File: src/rtl/dir_pkg.sv
package dir_pkg;
    typedef enum logic [1:0] {
        BS_UNC = 2'd0,
        BS_SHR = 2'd1,
        BS_EXC = 2'd2
    } blk_state_e;

    typedef enum logic [2:0] {
        MK_RD_DATA = 3'd0,
        MK_WR_DATA = 3'd1,
        MK_FWD_RD  = 3'd2,
        MK_FWD_WR  = 3'd3,
        MK_INV     = 3'd4,
        MK_NACK    = 3'd5
    } msg_kind_e;

    typedef enum logic [2:0] {
        ST_IDLE,
        ST_LOOKUP,
        ST_SEND,
        ST_INVAL,
        ST_WAIT
    } ctl_state_e;
endpackage

File: src/rtl/dir_entry_ram.sv
module dir_entry_ram #(
    parameter int DEPTH = 64,
    parameter int WIDTH = 18,
    localparam int AW = $clog2(DEPTH)
) (
    input  logic             clk,
    input  logic             rst_n,
    input  logic             rd_en,
    input  logic [AW-1:0]    rd_addr,
    output logic [WIDTH-1:0] rd_data,
    input  logic             wr_en,
    input  logic [AW-1:0]    wr_addr,
    input  logic [WIDTH-1:0] wr_data
);
    logic [WIDTH-1:0] mem [DEPTH];
    logic [DEPTH-1:0] written;

    always_ff @(posedge clk) begin
        if (wr_en) mem[wr_addr] <= wr_data;
    end

    // Entries never written read as all zero: UNCACHED, empty bitmap.
    always_ff @(posedge clk or negedge rst_n) begin
        if (!rst_n)     written <= '0;
        else if (wr_en) written[wr_addr] <= 1'b1;
    end

    always_ff @(posedge clk) begin
        if (rd_en) rd_data <= written[rd_addr] ? mem[rd_addr] : '0;
    end
endmodule

File: src/rtl/dir_low_pick.sv
module dir_low_pick #(
    parameter int N = 16,
    localparam int IW = (N > 1) ? $clog2(N) : 1
) (
    input  logic [N-1:0]  vec,
    output logic [IW-1:0] idx,
    output logic          any
);
    always_comb begin
        idx = '0;
        any = |vec;
        for (int i = N - 1; i >= 0; i--) begin
            if (vec[i]) idx = IW'(i);
        end
    end
endmodule

File: src/rtl/home_dir_ctrl.sv
module home_dir_ctrl #(
    parameter int NCLU  = 16,
    parameter int DEPTH = 64,
    localparam int CW = $clog2(NCLU),
    localparam int BW = $clog2(DEPTH)
) (
    input  logic          clk,
    input  logic          rst_n,
    input  logic          req_valid,
    output logic          req_ready,
    input  logic          req_write,
    input  logic [CW-1:0] req_src,
    input  logic [BW-1:0] req_block,
    input  logic          ack_valid,
    output logic          msg_valid,
    input  logic          msg_ready,
    output logic [2:0]    msg_kind,
    output logic [CW-1:0] msg_dest,
    output logic [CW-1:0] msg_req,
    output logic [BW-1:0] msg_block
);
    import dir_pkg::*;

    localparam int EW = NCLU + 2;
    localparam int KW = $clog2(NCLU + 1);

    ctl_state_e state_q, state_d;
    logic            cur_wr;
    logic [CW-1:0]   cur_src;
    logic [BW-1:0]   cur_blk;
    logic [KW-1:0]   acks_left;
    logic            grant_pend;
    logic [NCLU-1:0] inv_mask;
    msg_kind_e       kind_q;

    logic [EW-1:0]   ent_rd, ent_wr;
    blk_state_e      ent_st;
    logic [NCLU-1:0] ent_pv, src_bit, sharers;
    logic [CW-1:0]   owner_idx, inv_idx;
    logic            owner_any, inv_any;
    msg_kind_e       act_kind;
    logic            act_inv, req_fire;

    function automatic logic [KW-1:0] count_ones(input logic [NCLU-1:0] v);
        logic [KW-1:0] n;
        n = '0;
        for (int i = 0; i < NCLU; i++) n = n + KW'(v[i]);
        return n;
    endfunction

    dir_entry_ram #(.DEPTH(DEPTH), .WIDTH(EW)) u_ram (
        .clk(clk), .rst_n(rst_n),
        .rd_en(req_fire && state_q == ST_IDLE), .rd_addr(req_block), .rd_data(ent_rd),
        .wr_en(state_q == ST_LOOKUP), .wr_addr(cur_blk), .wr_data(ent_wr)
    );

    dir_low_pick #(.N(NCLU)) u_owner (.vec(ent_pv),   .idx(owner_idx), .any(owner_any));
    dir_low_pick #(.N(NCLU)) u_inv   (.vec(inv_mask), .idx(inv_idx),   .any(inv_any));

    assign ent_st  = blk_state_e'(ent_rd[EW-1 -: 2]);
    assign ent_pv  = ent_rd[NCLU-1:0];
    assign src_bit = NCLU'(1) << cur_src;
    assign sharers = ent_pv & ~src_bit;
    assign ent_wr  = cur_wr ? {BS_EXC, src_bit} : {BS_SHR, ent_pv | src_bit};

    assign req_ready = (state_q == ST_IDLE) ||
                       (state_q == ST_WAIT && acks_left != '0 && !msg_valid && req_block == cur_blk);
    assign req_fire  = req_valid && req_ready;

    // Action chosen from the looked-up entry.
    always_comb begin
        act_kind = MK_RD_DATA;
        act_inv  = 1'b0;
        if (!cur_wr) begin
            if (ent_st == BS_EXC && owner_any && owner_idx != cur_src) act_kind = MK_FWD_RD;
        end else begin
            act_kind = MK_WR_DATA;
            if (ent_st == BS_SHR && sharers != '0) act_inv = 1'b1;
            else if (ent_st == BS_EXC && owner_any && owner_idx != cur_src) act_kind = MK_FWD_WR;
        end
    end

    always_comb begin
        state_d = state_q;
        unique case (state_q)
            ST_IDLE:   if (req_fire) state_d = ST_LOOKUP;
            ST_LOOKUP: state_d = act_inv ? ST_INVAL : ST_SEND;
            ST_SEND:   if (msg_ready) state_d = (acks_left != '0) ? ST_WAIT : ST_IDLE;
            ST_INVAL:  if (!inv_any && (!msg_valid || msg_ready)) state_d = ST_WAIT;
            ST_WAIT:   if (acks_left == '0 && !msg_valid) state_d = grant_pend ? ST_SEND : ST_IDLE;
            default:   state_d = ST_IDLE;
        endcase
    end

    always_ff @(posedge clk or negedge rst_n) begin
        if (!rst_n) state_q <= ST_IDLE;
        else        state_q <= state_d;
    end

    always_ff @(posedge clk or negedge rst_n) begin
        if (!rst_n) begin
            cur_wr <= 1'b0; cur_src <= '0; cur_blk <= '0;
            acks_left <= '0; grant_pend <= 1'b0; inv_mask <= '0;
            msg_valid <= 1'b0; kind_q <= MK_RD_DATA;
            msg_dest <= '0; msg_req <= '0; msg_block <= '0;
        end else begin
            unique case (state_q)
                ST_IDLE: if (req_fire) begin
                    cur_wr <= req_write; cur_src <= req_src; cur_blk <= req_block;
                end
                ST_LOOKUP: begin
                    grant_pend <= act_inv;
                    inv_mask   <= act_inv ? sharers : '0;
                    acks_left  <= act_inv ? count_ones(sharers) :
                                  (act_kind == MK_FWD_RD || act_kind == MK_FWD_WR) ? KW'(1) : '0;
                    msg_valid  <= !act_inv;
                    kind_q     <= act_kind;
                    msg_dest   <= (act_kind == MK_FWD_RD || act_kind == MK_FWD_WR) ? owner_idx : cur_src;
                    msg_req    <= cur_src;
                    msg_block  <= cur_blk;
                end
                ST_SEND: if (msg_ready) msg_valid <= 1'b0;
                ST_INVAL: if (!msg_valid || msg_ready) begin
                    if (inv_any) begin
                        msg_valid <= 1'b1; kind_q <= MK_INV; msg_dest <= inv_idx;
                        inv_mask[inv_idx] <= 1'b0;
                    end else begin
                        msg_valid <= 1'b0;
                    end
                end
                ST_WAIT: begin
                    if (msg_valid && msg_ready) begin
                        msg_valid <= 1'b0;
                    end else if (req_fire) begin
                        msg_valid <= 1'b1; kind_q <= MK_NACK;
                        msg_dest <= req_src; msg_req <= req_src; msg_block <= req_block;
                    end else if (acks_left == '0 && !msg_valid && grant_pend) begin
                        msg_valid <= 1'b1; kind_q <= MK_WR_DATA; grant_pend <= 1'b0;
                        msg_dest <= cur_src; msg_req <= cur_src; msg_block <= cur_blk;
                    end
                end
                default: ;
            endcase
            if (state_q != ST_IDLE && state_q != ST_LOOKUP && ack_valid && acks_left != '0)
                acks_left <= acks_left - KW'(1);
        end
    end

    assign msg_kind = kind_q;

    // read data always goes back to the cluster that asked.
    p_rd_home_r2: assert property (@(posedge clk) disable iff (!rst_n)
        (msg_valid && msg_kind == MK_RD_DATA) |-> (msg_dest == msg_req));
    // a forward never targets its own requester.
    p_fwd_other_r3: assert property (@(posedge clk) disable iff (!rst_n)
        (msg_valid && (msg_kind == MK_FWD_RD || msg_kind == MK_FWD_WR)) |-> (msg_dest != msg_req));
    // back-to-back invalidations climb in cluster index.
    p_inv_ascend_r5: assert property (@(posedge clk) disable iff (!rst_n)
        (msg_valid && msg_ready && msg_kind == MK_INV) |=>
        (!(msg_valid && msg_kind == MK_INV) || msg_dest > $past(msg_dest)));
    // no grant while acknowledgments remain.
    p_grant_acked_r6: assert property (@(posedge clk) disable iff (!rst_n)
        (msg_valid && msg_kind == MK_WR_DATA) |-> (acks_left == '0));
    // a request accepted mid-transaction yields a negative ack.
    p_busy_nack_r8: assert property (@(posedge clk) disable iff (!rst_n)
        (req_valid && req_ready && state_q == ST_WAIT) |=> (msg_valid && msg_kind == MK_NACK));
    // a stalled message holds.
    p_hold_r9: assert property (@(posedge clk) disable iff (!rst_n)
        (msg_valid && !msg_ready) |=> (msg_valid && $stable(msg_kind) && $stable(msg_dest)
                                       && $stable(msg_req) && $stable(msg_block)));
endmodule

File: config.mk
export PLATFORM = sky130hd
export DESIGN_NAME = home_dir_ctrl
export DESIGN_NICKNAME = d
export VERILOG_FILES = /design/src/rtl/dir_pkg.sv /design/src/rtl/dir_entry_ram.sv /design/src/rtl/dir_low_pick.sv /design/src/rtl/home_dir_ctrl.sv
export SDC_FILE = /design/constraint.sdc
export NUM_CORES = 1
export LEC_CHECK = 0
export BUFFER_PORTS_ARGS = -buffer_cell sky130_fd_sc_hd__buf_2
export CAP_MARGIN = 25
export CORE_MARGIN = 2
export CORE_UTILIZATION = 45
export DETAILED_ROUTE_END_ITERATION = 8
export PLACE_DENSITY_LB_ADDON = 0.12
export SLEW_MARGIN = 20
export SYNTH_ARGS = -nofsm -noshare
export SYNTH_HDL_FRONTEND = slang
export SYNTH_SLANG_ARGS = --single-unit
File: constraint.sdc
create_clock -name clk -period 5.95 [get_ports clk]
set_input_delay 0 -clock clk [delete_from_list [all_inputs] [get_ports clk]]
set_output_delay 0 -clock clk [all_outputs]
set_load 0.05 [all_outputs]
# After elaboration in Yosys (flattened, before gate mapping)
# Memories as Yosys holds them, arrays and structs flattened. A register that Yosys moved wholly into a read port is not among the register bits.
# Cells that the tools add are included.
op_classes:
  n_addsub: 16
  order_cmp: 5
  eq_ne: 22
  shifts: 1
  n_mux: 92
  n_bitwise: 6
  reduce_logical: 43
op_table:
  columns: ["cell", "count"]
  rows:
  - ["$mux 4", 38]
  - ["$or 64x64->64", 1]
  - ["$add 5x1->5", 11]
  - ["$mux 16", 3]
  - ["$mux 3", 11]
  - ["$and 16x16->16", 2]
  - ["$not 16->16", 2]
  - ["$pmux 16 s2", 1]
  - ["$reduce_or 16->1", 2]
  - ["$mux 1", 18]
  - ["$mux 18", 1]
  - ["$mux 6", 3]
  - ["$logic_and 1x1->1", 17]
  - ["$or 16x16->16", 1]
  - ["$reduce_bool 16->1", 1]
  - ["$shl 1x4->16 const A", 1]
  - ["$mux 5", 3]
  - ["$pmux 3 s5", 1]
  - ["$lt 6x7->1 const B", 2]
  - ["$ne 2x2->1 const B", 7]
  - ["$eq 3x2->1 const B", 4]
  - ["$pmux 4 s3", 1]
  - ["$pmux 6 s2", 1]
  - ["$reduce_and 4->1", 3]
  - ["other kinds (37)", 50]
word_totals:
  reg_bits: 118
  mem_bits_rw: 1152
  in_bits: 16
  n_memories: 1
mem_list:
  columns: ["memory", "words", "width", "rd", "rd_clocked_by_memory_dff", "wr", "line_no", "rtl"]
  rows:
  - ["u_ram.mem", 64, 18, 1, 1, 1, "dir_entry_ram.sv:15", "logic [WIDTH-1:0] mem [DEPTH];"]

# Logic depth before layout (Yosys ltp)
depth:
  ltp_word: 27
  depth_mapped: 17
  depth_no_buf: 16

# Modules after synthesis
# From an unflattened synthesis, not the netlist that was laid out.
unflattened:
  cells_unflattened: 2560
  hier_area_um2: 50923.8
by_module_without_submodules:
  columns: ["module", "n_inst", "cells_each", "area_each_um2", "seq_area_each_um2"]
  rows:
  - ["dir_entry_ram", 1, 2101, 46905.0, 36735.2]
  - ["home_dir_ctrl", 1, 391, 3666.0, 1351.3]
  - ["dir_low_pick", 2, 34, 176.4, 0.0]

# Least setup slack after synthesis
# OpenSTA, ideal clock, no wires.
synth_timing:
  path_kind: "reg-to-reg"
  startpoint: "register cur_src[0]"
  endpoint: "register acks_left[2]"
  setup_ns: 0.065
  arrival_ns: 4.425
  t_required_ns: 5.885
  setup_slack_ns: 1.460
  stages_incl_launch_ff: 18
  n_path_buf: 1
  path_cell_list: "dfrtp_1 > clkbuf_1 > or2_2 > or2_2 > nand2_1 > inv_1 > fa_1 > inv_1 > fa_1 > fa_1 > fa_1 > inv_1 > ha_1 > inv_1 > fa_1 > xor2_1 > o21ai_0 > o221a_2"
synth_via:
  elab_chain_cells: 21
  elab_cells_between_ends: 25
  classes_between: "add/sub (15); shift (1); mux (5); bitwise (2); reduce/logical (2)"
synth_lines:
  columns: ["item", "line_no", "rtl"]
  rows:
  - ["start: declaration", "home_dir_ctrl.sv:29", "logic [CW-1:0] cur_src;"]
  - ["start signal: assignment", "home_dir_ctrl.sv:109", "cur_wr <= req_write; cur_src <= req_src; cur_blk <= req_block;"]
  - ["$shl 1x4->16 *", "home_dir_ctrl.sv:62", "assign src_bit = NCLU'(1) << cur_src;"]
  - ["$not 16->16 *", "home_dir_ctrl.sv:63", "assign sharers = ent_pv & ~src_bit;"]
  - ["$and 16x16->16 *", "home_dir_ctrl.sv:63", null]
  - ["$add 1x1->2", "home_dir_ctrl.sv:47", "for (int i = 0; i < NCLU; i++) n = n + KW'(v[i]);"]
  - ["$add 2x1->3", "home_dir_ctrl.sv:47", null]
  - ["$add 3x1->4", "home_dir_ctrl.sv:47", null]
  - ["$add 4x1->5", "home_dir_ctrl.sv:47", null]
  - ["$add 5x1->5 (11 in a row)", "home_dir_ctrl.sv:47", null]
  - ["$mux 5 *", "home_dir_ctrl.sv:114", "acks_left <= act_inv ? count_ones(sharers) :"]
  - ["$mux 5 *", "home_dir_ctrl.sv:107", "unique case (state_q)"]
  - ["$mux 5 *", "home_dir_ctrl.sv:144", "if (state_q != ST_IDLE && state_q != ST_LOOKUP && ack_valid && acks_left != '0)"]
  - ["end signal: assignment", "home_dir_ctrl.sv:114", null]
  - ["end signal: assignment", "home_dir_ctrl.sv:145", "acks_left <= acks_left - KW'(1);"]
  - ["end: declaration", "home_dir_ctrl.sv:31", "logic [KW-1:0] acks_left;"]
# Mark *: on every way between the ends. The rest lies on a longest branch, timed or not. The select of a mux whose other input is x is not followed.
# A chain may end at the register's enable or synchronous reset.

# Final worst setup path
layout_timing:
  startpoint: "register cur_src[2]"
  endpoint: "register acks_left[2]"
# Same word-level chain as after synthesis.

==> results.toml <==
[status]
status = "complete, no violations"

[synth]
ys_warn_count = 0
ys.flop_type = "edfxtp_1"
ys_seq_area_share_pct = 74.76
yosys_register_bits = 1288
syn_area_sq_um = 50950
async_flop_share_pct = 9.161
ys_types = 63
syn_nets = 2400
postSynthAreaPerCell_sq_um = 21.52
synthCells = 2367
synth_enable_flop_cells = 1170

[routing]
vias_per_cell = 5.954
drtAntennaViolNets = 0
post_drt_wl_per_cell_um = 31.01
wl_um = 128100
dr.pass1.iters = 7
drc = 0
first_iter_violations = 2315
vias = 24590

[global_route]
grt_busiest_layer = "met2"
globalRouteTotalUtil_pct = 22.57
grt_pass1_vias = 25720
use_met3_pct = 3.575
antenna_found_initial = 1
globalRouteMet1Util_pct = 32.03
grt_pass1_wl_um = 186100
grt_max_degree = 99
grt_overflow = 0
use_met2_pct = 36.78

[floorplan]
core_region_area_sq_um = 112300
fp.dieH_um = 340.5
start_util_pct = 45.35
rows = 123
top_level_ports = 35
die_area_sq_um = 115900
die_w_um = 340.5

[min_path]
hold_path_depth = 2
min_to = "cur_blk[2]"
hp-class = "primary input to flop"
min_from = "req_block[2]"

[critical_path]
critPathBufInv = 4
r2r_end = "acks_left[2]"
crit_path_end_kind = "flop"
crit_path_max_fanout = 14
cp_cell_sequence = "nand2b_1 -> o21ai_0 -> inv_1 -> fa_1 -> fa_1 -> inv_1 -> fa_1 -> fa_1 -> inv_1 -> ha_1 -> inv_1 -> fa_1 -> xor2_1 -> o21ai_0 -> o221a_2"
crit_arrival_ns = 5.60
slowest_delay_ns = 0.54
cp_common_cell = "fa_1"
critPathTopFamily = "adder cells"
cp_slowest_cell = "fa_1"
start_kind = "flop"
path_class = "flop to flop"
cp.required_ns = 6.61
worst-r2r-setup-slack_ns = 1.01
reg2regPathDepth = 15
regToRegStartpoint = "cur_src[2]"

[timing]
rsz0062_at_grt = "no"
slew_headroom_pct = 29.96
slew_viol_final = 0
max_freq_mhz = 202.4
setup_tns_ns = 0
clock_skew_ns = 0.01733
worst_slew_pin_slew_ns = 1.051
period_needed_ns = 4.940
post-route-period-util_pct = 83.03
setup_viol = 0
hold_viol_final = 0

[cells_and_area]
mostFrequentLayoutCell = "edfxtp_1"
nets = 2554
layout-drive-gt1-share_pct = 33.43
finish.utilization_pct = 51.99
layout_common_cells = "1170 x edfxtp_1, 398 x mux4_2, 142 x clkbuf_16, 117 x dfrtp_1, 72 x buf_4"
area_growth_syn_to_layout_pct = 14.65

[cts]
cts_buffers = 138
cts_max_level = 4
cts.sinks = 1288
cts_max_path_buffers = 3
clk_latency_ns = 0.74
post-cts-setup-buffers = 0
cts_tree = "built"
clkTransAtPathRegs_ns = 0.06
cts_root_buf = "clkbuf_16"

[power]
power.leakage_nw = 19.08
p_per_area_nw_per_um2 = 440.6
vdd_drop_max_mv = 0.3112

[placement]
gp_congestion = 0.8583
port_buffers = 34
dpl.hpwl_um = 73690

[flow_run]
maxCapViolations = 0
what timing repair did:
action,4_1_cts,5_1_grt
resized for setup,0,0
endpoints found under the hold margin,106,0
hold buffers,17,0
worst max path at each step:
stage          startpoint           end  cells past startpoint
2_1_floorplan  cur_src[0]  acks_left[2]                     17
3_3_place_gp   cur_src[2]  acks_left[2]                     16
3_5_place_dp   cur_src[2]  acks_left[2]                     15
4_1_cts        cur_src[2]  acks_left[2]                     15
5_1_grt        cur_src[3]  acks_left[2]                     15
6_report       cur_src[2]  acks_left[2]                     15
worst register-to-register path, stage by stage (launching register included):
cell,delay [ns]
dfrtp_1,0.53
nand2b_1,0.46
o21ai_0,0.48
inv_1,0.10
fa_1,0.47
fa_1,0.54
inv_1,0.05
fa_1,0.51
fa_1,0.49
inv_1,0.07
ha_1,0.16
inv_1,0.07
fa_1,0.45
xor2_1,0.15
o21ai_0,0.16
o221a_2,0.20
state kept, by name, indices dropped and copies added, names as in the netlist, 5 cells and up:
register	flops
acks_left	5
u_ram.rd_data	18
u_ram.mem	1152
u_ram.written	64
cur_blk	6
inv_mask	16
msg_block	6
synth_stat cells (3+ instances only):
cell          n  area [sq um]
a211oi_1      4         30.03
a21o_1        3         22.52
a21oi_1      21         105.1
a22oi_1       3         22.52
buf_1        14         52.55
buf_2        28         140.1
buf_6         4         45.04
clkbuf_1     67         251.5
dfrtp_1     118          2953
edfxtp_1   1170         35130
fa_1         10         200.2
ha_1          7         87.58
inv_1        46         172.7
mux2_2       18         202.7
mux2i_1      10         100.1
mux4_2      398          8964
nand2_1      47         176.4
nand2b_1     12         75.07
nand3_1      17         85.08
nand3b_1      3         22.52
nand4_1       7         43.79
nor2_1      102         382.9
nor2b_1      26         162.7
nor3_1        5         25.02
nor3b_1       3         22.52
nor4_1        9         56.30
o211ai_1      6         45.04
o21ai_0      56         280.3
o21ai_1       4         20.02
o22ai_1      14         87.58
o2bb2ai_1     9         78.83
o311ai_0      5         43.79
o31ai_1       4         30.03
or2_2        69         431.7
or3_1         4         25.02
xnor2_1       6         52.55
xor2_1        4         35.03
where the power goes:
| part | switching (mW) | internal [mW] |
|---|---|---|
| Sequential | 0.453 | 11.6 |
| Combinational | 3.64 | 1.59 |
| Clock | 3.45 | 5.00 |
kinds of logic after synthesis:
kind of cell    count (synthesis)  share of synthesized area (%)
flops                        1288                          74.76
mux                           426                          18.19
simple gates                  315                          3.148
buf+inv                       162                          1.331
compound gates                149                          1.839
fa+ha+maj                      17                         0.5648
xor+xnor                       10                         0.1719
stage by stage:
| step | instance area, sq um | std cells | total power [mW] | hold WS [ns] | worst slack (ns) |
|---|---|---|---|---|---|
| 2_1_floorplan | 50950 | 2367 | 15.30 | -0.2956 | 1.460 |
| 3_3_place_gp | 53750 | 3862 | 17.31 | 0.01960 | 1.106 |
| 3_5_place_dp | 53750 | 3863 | 17.46 | 0.02750 | 1.063 |
| 4_1_cts | 58380 | 4128 | 25.92 | 0.003524 | 1.050 |
| 5_1_grt | 58410 | 4129 | 26.79 | 0.03319 | 0.7146 |
| 6_report | 58410 | 4130 | 25.74 | 0.04464 | 1.010 |
routing by layer:
layer / wire, um / share of wire [%] / vias up
li1: - / - / 10180
met1: 55030 / 43 / 13470
met4: 2714 / 2.1 / 0
met3: 6571 / 5.1 / 177
met5: 0 / 0 / -
met2: 63770 / 50 / 762
final cells by class:
cell class / count / area, sq um
fillers: 8852 / 53930
well taps: 1500 / 1877
flip-flops and latches: 1288 / 38090
clock buffers: 190 / 3844
repair buffers: 129 / 1059
clock inverters: 58 / 596.8
multi-input cells: 917 / 12770
diodes: 1 / 2.502
inverters: 47 / 176.4
Power figures use the tool's default switching activity.
